File: src/rtl/irq_hub_pkg.sv
`timescale 1ns/1ps
package irq_hub_pkg;

    // Word index field of the byte address, above the two alignment bits.
    localparam int unsigned REG_IDX_W = 3;
    localparam int unsigned WORD_LSB  = 2;
    localparam int unsigned ADDR_W    = REG_IDX_W + WORD_LSB;

    // Master control bit positions.
    localparam int unsigned MST_OUT_BIT = 0;
    localparam int unsigned MST_CAP_BIT = 1;
    localparam int unsigned MST_W       = 2;

    typedef enum logic [REG_IDX_W-1:0] {
        IDX_STATUS = 3'd0,
        IDX_PEND   = 3'd1,
        IDX_ENABLE = 3'd2,
        IDX_ACK    = 3'd3,
        IDX_SETEN  = 3'd4,
        IDX_CLREN  = 3'd5,
        IDX_VEC    = 3'd6,
        IDX_MASTER = 3'd7
    } reg_idx_e;

endpackage

File: src/rtl/irq_hub_edge.sv
`timescale 1ns/1ps
module irq_hub_edge #(
    parameter int unsigned NSRC = 32
) (
    input  logic            clk,
    input  logic            rst_n,
    input  logic [NSRC-1:0] req,
    output logic [NSRC-1:0] rise
);

    logic [NSRC-1:0] prev_d, prev_q;

    always_comb begin
        prev_d = req;
        rise   = req & ~prev_q;
    end

    always_ff @(posedge clk or negedge rst_n) begin
        if (!rst_n) prev_q <= '0;
        else        prev_q <= prev_d;
    end

endmodule

File: src/rtl/irq_hub_prio.sv
`timescale 1ns/1ps
module irq_hub_prio #(
    parameter int unsigned NSRC   = 32,
    parameter int unsigned DATA_W = 32
) (
    input  logic [NSRC-1:0]   pend,
    output logic [DATA_W-1:0] vec
);

    // Scan from the top down so the lowest set index is the one that stays.
    always_comb begin
        vec = '1;
        for (int i = NSRC - 1; i >= 0; i--) begin
            if (pend[i]) vec = DATA_W'(i);
        end
    end

endmodule

File: src/rtl/irq_hub.sv
`timescale 1ns/1ps
module irq_hub
    import irq_hub_pkg::*;
#(
    parameter int unsigned     NSRC      = 32,
    parameter int unsigned     DATA_W    = 32,
    parameter logic [NSRC-1:0] EDGE_MASK = 32'hFFFF_0000
) (
    input  logic              clk,
    input  logic              rst_n,
    input  logic [ADDR_W-1:0] bus_addr,
    input  logic              bus_we,
    input  logic [DATA_W-1:0] bus_wdata,
    output logic [DATA_W-1:0] bus_rdata,
    input  logic [NSRC-1:0]   irq_in,
    output logic              irq_out
);

    typedef struct packed {
        logic [NSRC-1:0]  status;
        logic [NSRC-1:0]  enable;
        logic [MST_W-1:0] master;
    } regs_t;

    regs_t st_d, st_q;

    logic [NSRC-1:0]     status_now, enable_now, pend_now, rise;
    logic [MST_W-1:0]    master_now;
    logic [DATA_W-1:0]   vec_now;
    logic                aligned;
    reg_idx_e            idx;
    logic [NSRC-1:0]     wr_bits;
    logic [NSRC-1:0]     base;

    assign status_now = st_q.status;
    assign enable_now = st_q.enable;
    assign master_now = st_q.master;
    assign pend_now   = status_now & enable_now;
    assign aligned    = (bus_addr[WORD_LSB-1:0] == '0);
    assign idx        = reg_idx_e'(bus_addr[ADDR_W-1:WORD_LSB]);
    assign wr_bits    = bus_wdata[NSRC-1:0];

    irq_hub_edge #(.NSRC(NSRC)) u_edge (
        .clk   (clk),
        .rst_n (rst_n),
        .req   (irq_in),
        .rise  (rise)
    );

    irq_hub_prio #(.NSRC(NSRC), .DATA_W(DATA_W)) u_prio (
        .pend (pend_now),
        .vec  (vec_now)
    );

    // Next-state: register writes first, then input capture on top.
    always_comb begin
        st_d = st_q;
        base = st_q.status;
        if (bus_we && aligned) begin
            unique case (idx)
                IDX_STATUS: base        = wr_bits;
                IDX_ACK:    base        = st_q.status & ~wr_bits;
                IDX_ENABLE: st_d.enable = wr_bits;
                IDX_SETEN:  st_d.enable = st_q.enable | wr_bits;
                IDX_CLREN:  st_d.enable = st_q.enable & ~wr_bits;
                IDX_MASTER: st_d.master = bus_wdata[MST_W-1:0];
                default: ;
            endcase
        end
        st_d.status = base;
        if (st_q.master[MST_CAP_BIT]) begin
            for (int i = 0; i < int'(NSRC); i++) begin
                if (EDGE_MASK[i]) st_d.status[i] = base[i] | rise[i];
                else              st_d.status[i] = irq_in[i];
            end
        end
    end

    always_ff @(posedge clk or negedge rst_n) begin
        if (!rst_n) st_q <= '0;
        else        st_q <= st_d;
    end

    always_comb begin
        bus_rdata = '0;
        if (aligned) begin
            unique case (idx)
                IDX_STATUS: bus_rdata = DATA_W'(status_now);
                IDX_PEND:   bus_rdata = DATA_W'(pend_now);
                IDX_ENABLE: bus_rdata = DATA_W'(enable_now);
                IDX_VEC:    bus_rdata = vec_now;
                IDX_MASTER: bus_rdata = DATA_W'(master_now);
                default:    bus_rdata = '0;
            endcase
        end
    end

    assign irq_out = master_now[MST_OUT_BIT] & master_now[MST_CAP_BIT] & (|pend_now);

endmodule

File: config.mk
export PLATFORM = sky130hd
export DESIGN_NAME = irq_hub
export DESIGN_NICKNAME = d
export VERILOG_FILES = /design/src/rtl/irq_hub_pkg.sv /design/src/rtl/irq_hub_edge.sv /design/src/rtl/irq_hub_prio.sv /design/src/rtl/irq_hub.sv
export SDC_FILE = /design/constraint.sdc
export NUM_CORES = 1
export LEC_CHECK = 0
export BUFFER_PORTS_ARGS = -buffer_cell sky130_fd_sc_hd__buf_2
export CORE_ASPECT_RATIO = 0.7
export CORE_UTILIZATION = 58
export CTS_CLUSTER_SIZE = 30
export DETAILED_ROUTE_END_ITERATION = 12
export HOLD_SLACK_MARGIN = 0.03
export PLACE_DENSITY = 0.84
export RECOVER_POWER = 100
export SLEW_MARGIN = 40
export SYNTH_ARGS = -nofsm -noshare
export SYNTH_HDL_FRONTEND = slang
export SYNTH_SLANG_ARGS = --single-unit
File: constraint.sdc
create_clock -name clk -period 5.2 [get_ports clk]
set_input_delay 0.26 -clock clk [delete_from_list [all_inputs] [get_ports clk]]
set_output_delay 0.26 -clock clk [all_outputs]
set_load 0.05 [all_outputs]
==> run_results.csv, run 1 <==
group,metric,value,unit
yosys,synthTopCellsByArea,"dfrtp_1 39%, nand2_1 11%, o211ai_1 6.9%, o21ai_1 4.5%, a21oi_1 4.3%",
power_and_ir_drop,peakVddDrop,0.000167,V
drt,route.met3.wl,1660,um
global_route,grt_usage,36.2,%
drt,first_pass_iters,6,
clock_tree,htreeDepth,3,
yosys,synth-warning-count,0,
yosys,async_flop_share,100,%
layout,drive_gt1_share,17.3,%
placed_design,gp_congestion,0.938,
worst_setup_path,cp_data_required_time,4940,ps
layout,final_common_cell,"nand2_1",
status,failed_checks,"capacitance limit, slew limit",
power_and_ir_drop,power.density,385,mW/mm^2
drt,drtAntennaViolNets,0,
yosys,avgSynthCellArea,7.98,sq um
sta,worst_slew_pin_slew,2040,ps
drt,drc,0,
drt,top_layer,"met4",
worst_setup_path,endpoint_kind,"output pin",
floorplan,pin_count,105,
yosys,ys_seq_area_share,39.4,%
floorplan,core,0.00858,sq mm
drt,drtIter0Drc,678,
status,status,"finished, violations left",
sta,skew,4.32,ps
clock_tree,ctsHoldBuffers,9,
sta,rsz0062_at_grt,"false",
layout,n_antenna_cell,0,
drt,avgViaCountPerCell,6.40,
global_route,grt_overflow,0,
global_route,grt_pass1_wl,26000,um
sta,max_freq,250,MHz
drt,wire_per_inst,18.5,um
sta,slew-limit-headroom,-36.3,%
drt,vias,5537,
placed_design,dp_hpwl,10400,um
drt,wl_met1,6670,um
worst_setup_path,r2r-end,"status_now[22]$_DFF_PN0_",
worst_setup_path,crit_fanout,41,
clock_tree,clk_pin_slew,60,ps
layout,final_cell_area,0.00607,sq mm
sta,finalMaxSlewViolations,57,
clock_tree,clk-insertion-delay-late,340,ps
yosys,synthesis.area,0.00520,sq mm
yosys,synth_edf_count,0,
floorplan,die_x,115,um
clock_tree,cts_tree,"built",
run,drv_cap,2,
min_path,hold_class,"input port to register",
clock_tree,post_cts_resized,0,
yosys,yosysTopAreaCell,"dfrtp_1",
worst_setup_path,worstRegToRegCells,3,
worst_setup_path,crit_type,"input port to output pin",
floorplan,start_util,60.6,%
yosys,synth_cell_type_count,52,
worst_setup_path,cp-start-kind,"input port",
layout,mostFrequentLayoutCells,"147 x nand2_1, 92 x buf_2, 81 x o21ai_0, 81 x dfrtp_1, 48 x o211ai_1",
sta,tns,0,ps
yosys,synth_nets,724,
floorplan,die_y,81.3,um
layout,fill_cells,693,
drt,met2RoutedLength,7080,um
worst_setup_path,reg2reg_from,"master_now[1]$_DFFE_PN0P_",
clock_tree,cts.sinks,82,
power_and_ir_drop,fin_total_pwr,2.34,mW
floorplan,std_cell_rows,28,
sta,min_period,4010,ps
placed_design,placed_area,0.00572,sq mm
floorplan,dieArea,0.00936,sq mm
layout,final_util,70.8,%
sta,period_share,77.0,%
worst_setup_path,cp.arrival,3750,ps
worst_setup_path,cp-endpoint,"bus_rdata[0]",
worst_setup_path,crit_path_start,"bus_addr[3]",
clock_tree,post_cts_buffers,0,
layout,nets,812,
sta,final_hold_viol_count,0,
yosys,syn_inst,652,
global_route,antenna_found_initial,0,
clock_tree,cts_root_buf,"clkbuf_16",
power_and_ir_drop,p_leak,2.58,nW
layout,areaGrowthSynthToFinish,16.7,%
sta,finalSetupViolCount,0,
yosys,ys_ff_latch,82,
worst_setup_path,r2r_slack,3790,ps
clock_tree,ctsLongestPathBuffers,2,
yosys,synth_ff_type,"dfrtp_1",
placed_design,io_buffers,104,
drt,wl,16000,um
yosys,synthDominantCellAreaShare,39.4,%
global_route,first_global_vias,5201,
clock_tree,cts_buffers,9,
global_route,grt_max_degree,83,
[report_power, final]
part	leakage [nW]	switching [mW]	internal (mW)
Clock	0.138	0.254	0.371
Sequential	0.996	0.219	0.784
Combinational	1.44	0.412	0.300
Total	2.58	0.885	1.46
[metal layers]
metal,track usage [%],vias to the layer above
met3,7.99,66
li1,-,2521
met4,17.4,0
met2,56.6,378
met5,0,-
met1,48.0,2572
[cell type report]
type | count | area, sq um | share of cell area, %
Multi-Input combinational cell | 503 | 2830 | 46.5
Timing Repair Buffer | 123 | 684 | 11.3
Clock inverter | 3 | 40.0 | 0.659
Inverter | 21 | 78.8 | 1.30
Tap cell | 120 | 150 | 2.47
Sequential cell | 82 | 2050 | 33.8
Clock buffer | 13 | 240 | 3.95
[sequential cells by signal (all words and copies together) (netlist names)]
name           flops
enable_now        32
status_now        32
master_now         2
u_edge.prev_q     16
[worst min-delay path by stage]
stage / startpoint / end / slack (ps) / cells after the start
2_1_floorplan: rst_n / enable_now[0]$_DFFE_PN0P_ / -40 / 0
3_3_place_gp: irq_in[26] / u_edge.prev_q[26]$_DFF_PN0_ / 380 / 1
3_5_place_dp: rst_n / u_edge.prev_q[19]$_DFF_PN0_ / 360 / 1
4_1_cts: irq_in[19] / u_edge.prev_q[19]$_DFF_PN0_ / 30 / 1
5_1_grt: irq_in[20] / u_edge.prev_q[20]$_DFF_PN0_ / 40 / 1
6_report: irq_in[20] / u_edge.prev_q[20]$_DFF_PN0_ / 40 / 1
[synth_stat cells (all sizes together) (6+ instances only)]
cell type and number:
a211oi 17, a21oi 46, a22oi 17, a2bb2oi 8, buf 22, clkbuf 21
dfrtp 82, inv 21, nand2 147, nand3 20, nand4 6, nor2 27
nor2b 16, o211ai 48, o21a 30, o21ai 84
[logic make-up after synthesis]
logic type | count (synthesis) | synth area share (%)
AO/OA/AOI/OAI | 268 | 33.2
AND/OR/NAND/NOR | 234 | 20.6
flip-flops | 82 | 39.4
buffers and inverters | 67 | 6.54
multiplexers | 1 | 0.216
[critical path, stage by stage]
cell       delay (ps)
clkbuf_1         1430
nor2_1            630
buf_4             410
nand2_1            90
a21oi_1            90
a2111oi_0         450
a21oi_1           130
buf_2             230
[through the flow]
| step | hold WS (ps) | worst slack [ps] | cells |
|---|---|---|---|
| final | 39.6 | 1190 | 865 |
| after global routing | 37.1 | 1110 | 865 |
| after CTS | 31.5 | 2080 | 864 |
| after detailed placement | 363 | 2080 | 839 |
| after global placement | 382 | 2280 | 838 |
| after floorplan | -35.6 | 2940 | 652 |
Note: power is estimated with default switching activity, not from simulation.
==> run 2, diff against run 1 <==
- ABC_AREA: not set -> 1
- CORE_UTILIZATION: 58 -> 55
- PLACE_DENSITY: 0.84 -> 0.8
- clock period: 5.2 -> 3.8 ns (I/O delays scaled with it)
==> run 2 against run 1 <==
The run still ends with capacitance limit, slew limit left. Clock power increased by 43%. Register-to-register slack lost 1400 ps. Global-route usage is 0.77 points lower. Sequential power increased by 19%. Worst setup slack got worse by 920 ps. Design area shrank 2.3%. Routed wire length fell by 3.5%. Cell count up 4.0%. Total power increased by 25%. Clock skew fell by 0.81 ps. Flip-flop and latch count unchanged. Largest cell class unchanged. Combinational power up 19%.
==> run_results.csv, run 2 <==
group,metric,value,unit
status,status,"finished, violations left",
status,failed_checks,"capacitance limit, slew limit",
floorplan,pin_count,105,
clock_tree,cts_tree,"built",
floorplan,core,0.00855,sq mm
yosys,synth-warning-count,0,
drt,first_pass_iters,5,
sta,period_share,92.7,%
worst_setup_path,crit_fanout,27,
power_and_ir_drop,peakVddDrop,0.000272,V
global_route,first_global_vias,5097,
global_route,antenna_found_initial,0,
layout,n_antenna_cell,0,
min_path,worstHoldStart,"irq_in[13]",
yosys,synth_nets,741,
clock_tree,cts_root_buf,"clkbuf_16",
worst_setup_path,worstRegToRegCells,5,
floorplan,die_x,115,um
worst_setup_path,endpoint_kind,"output pin",
yosys,synth.most_common_cell,"nand2_1",
sta,worst_slew_pin_slew,2110,ps
global_route,grt_max_degree,83,
layout,mostFrequentLayoutCells,"126 x nand2_1, 88 x a21oi_1, 82 x dfrtp_1",
power_and_ir_drop,p_leak,2.74,nW
sta,final_hold_viol_count,0,
drt,wire_per_inst,17.1,um
worst_setup_path,reg2reg_from,"master_now[1]$_DFFE_PN0P_",
yosys,avgSynthCellArea,7.31,sq um
clock_tree,htreeDepth,3,
worst_setup_path,cp.arrival,3330,ps
run,drv_cap,1,
layout,areaGrowthSynthToFinish,21.3,%
worst_setup_path,crit_path_start,"status_now[4]$_DFFE_PN0P_",
clock_tree,clk_pin_slew,60,ps
yosys,synthTopCellsByArea,"dfrtp_1 42%, nand2_1 9.7%, a21oi_1 9.0%, o22ai_1 7.8%, inv_1 5.8%",
sta,slew-limit-headroom,-41.0,%
power_and_ir_drop,power.density,494,mW/mm^2
global_route,grt_overflow,0,
layout,nets,847,
min_path,min_path_cells,3,
floorplan,die_y,80.9,um
global_route,grt_pass1_wl,25000,um
yosys,ys_seq_area_share,42.0,%
yosys,synth_cell_type_count,30,
layout,regArea,0.00205,sq mm
worst_setup_path,r2r_slack,2430,ps
floorplan,dieArea,0.00928,sq mm
yosys,synthDominantCellAreaShare,42.0,%
drt,vias,5421,
clock_tree,cts.sinks,82,
worst_setup_path,r2r-end,"status_now[1]$_DFFE_PN0P_",
min_path,min_to,"status_now[13]$_DFFE_PN0P_",
power_and_ir_drop,clockPowerShare,30.5,%
sta,min_period,3520,ps
power_and_ir_drop,comb_power_share,28.8,%
min_path,hold_class,"input port to register",
worst_setup_path,cp-start-kind,"register",
sta,tns,0,ps
placed_design,io_buffers,104,
sta,finalSetupViolCount,0,
worst_setup_path,critical_path.max_stage_delay,500,ps
worst_setup_path,path_cells,"nand2_2 > nand2_1 > nor2_1 > nand2_1 > or3_1 > nor4_2 > nand2_2 > a21oi_1 > clkbuf_1",
drt,drtIter0Drc,590,
yosys,synth_commonest_cells,"126 x nand2_1, 88 x a21oi_1, 82 x dfrtp_1",
layout,fill_cells,767,
power_and_ir_drop,seq_power_share,40.7,%
clock_tree,clk-insertion-delay-late,340,ps
floorplan,start_util,57.2,%
power_and_ir_drop,fin_total_pwr,2.93,mW
layout,drive_gt1_share,16.8,%
sta,rsz0062_at_grt,"false",
sta,skew,3.51,ps
layout,final_cells,900,
yosys,ys_ff_latch,82,
worst_setup_path,cp_data_required_time,3610,ps
yosys,syn_inst,669,
layout,multi_input_comb_area,0.00239,sq mm
layout,final_common_cell,"nand2_1",
yosys,async_flop_share,100,%
power_and_ir_drop,switchingPower,1.07,mW
floorplan,std_cell_rows,28,
placed_design,dp.cells,867,
drt,drtAntennaViolNets,0,
worst_setup_path,critical-path-slowest-cell,"clkbuf_1",
yosys,synthesis.area,0.00489,sq mm
clock_tree,cts_buffers,9,
yosys,synth_ff_type,"dfrtp_1",
worst_setup_path,crit_type,"register to output pin",
drt,drc,0,
power_and_ir_drop,p_int,1.86,mW
placed_design,gp_congestion,0.839,
clock_tree,ctsLongestPathBuffers,2,
sta,max_freq,284,MHz
drt,wl,15400,um
global_route,grt_usage,35.4,%
drt,avgViaCountPerCell,6.02,
sta,finalMaxSlewViolations,83,
yosys,yosysTopAreaCell,"dfrtp_1",
power_and_ir_drop,swShare,36.5,%
yosys,synth_edf_count,0,
placed_design,dp_hpwl,9930,um
run 2: worst max path at each step:
stage | endpoint | cells after the start
2_1_floorplan | bus_rdata[10] | 9
3_3_place_gp | bus_rdata[15] | 9
3_5_place_dp | bus_rdata[15] | 9
4_1_cts | bus_rdata[15] | 9
5_1_grt | bus_rdata[11] | 9
6_report | bus_rdata[19] | 9
run 2: timing repair:
item | CTS | global route
resized for setup | 0 | 0
hold buffers | 17 | 0
endpoints found under the hold margin | 98 | 0
setup buffers | 0 | 0
run 2: final cells by class:
class / instances / area share (%)
flip-flops and latches: 82 / 34.6
well taps: 120 / 2.53
clock inverters: 5 / 0.886
inverters: 83 / 5.25
multi-input cells: 465 / 40.3
repair buffers: 134 / 12.1
clock buffers: 11 / 4.26
run 2: stage by stage:
step                      util (%)  area [sq um]  setup WS [ps]  hold WS, ps
after CTS                     70.3          6010            562         59.1
after global routing          69.4          5930            191         67.4
after global placement        64.6          5520           1090          313
after detailed placement      64.7          5530            935          292
final                         69.4          5930            276         63.3
after floorplan                  -          4890           1110         -106
run 2: power by group through the flow:
stage | Sequential, mW | Clock (mW) | Combinational [mW]
final | 1.19 | 0.894 | 0.846
after global routing | 1.21 | 0.940 | 0.945
after CTS | 1.19 | 0.897 | 0.842
after detailed placement | 1.20 | 0 | 0.822
after global placement | 1.19 | 0 | 0.793
after floorplan | 1.17 | 0 | 0.597
run 2: cell families (layout without fill, tap and decap cells):
group                  after synthesis  in the layout  synth area share, %
and+or+nand+nor                    250            250                 23.5
AOI/OAI and AO/OA                  215            215                 25.2
buffers and inverters              122            233                 9.41
DFF                                 82             82                 42.0
run 2: layer usage:
| layer | track usage [%] | share of wire, % | wire length (um) | vias up |
|---|---|---|---|---|
| met2 | 55.2 | 45 | 6960 | 349 |
| met3 | 9.10 | 11 | 1700 | 37 |
| met5 | 0 | 0 | 0 | - |
| met1 | 48.5 | 42 | 6460 | 2524 |
| li1 | - | - | - | 2511 |
| met4 | 11.7 | 1.8 | 279 | 0 |
run 2: worst max-delay path, delay by kind of cell, from the launching register on:
family / cells / cell delay [ps]
AOI/OAI and AO/OA: 1 / 370
buffers and inverters: 1 / 500
DFF: 1 / 430
and+or+nand+nor: 7 / 1700
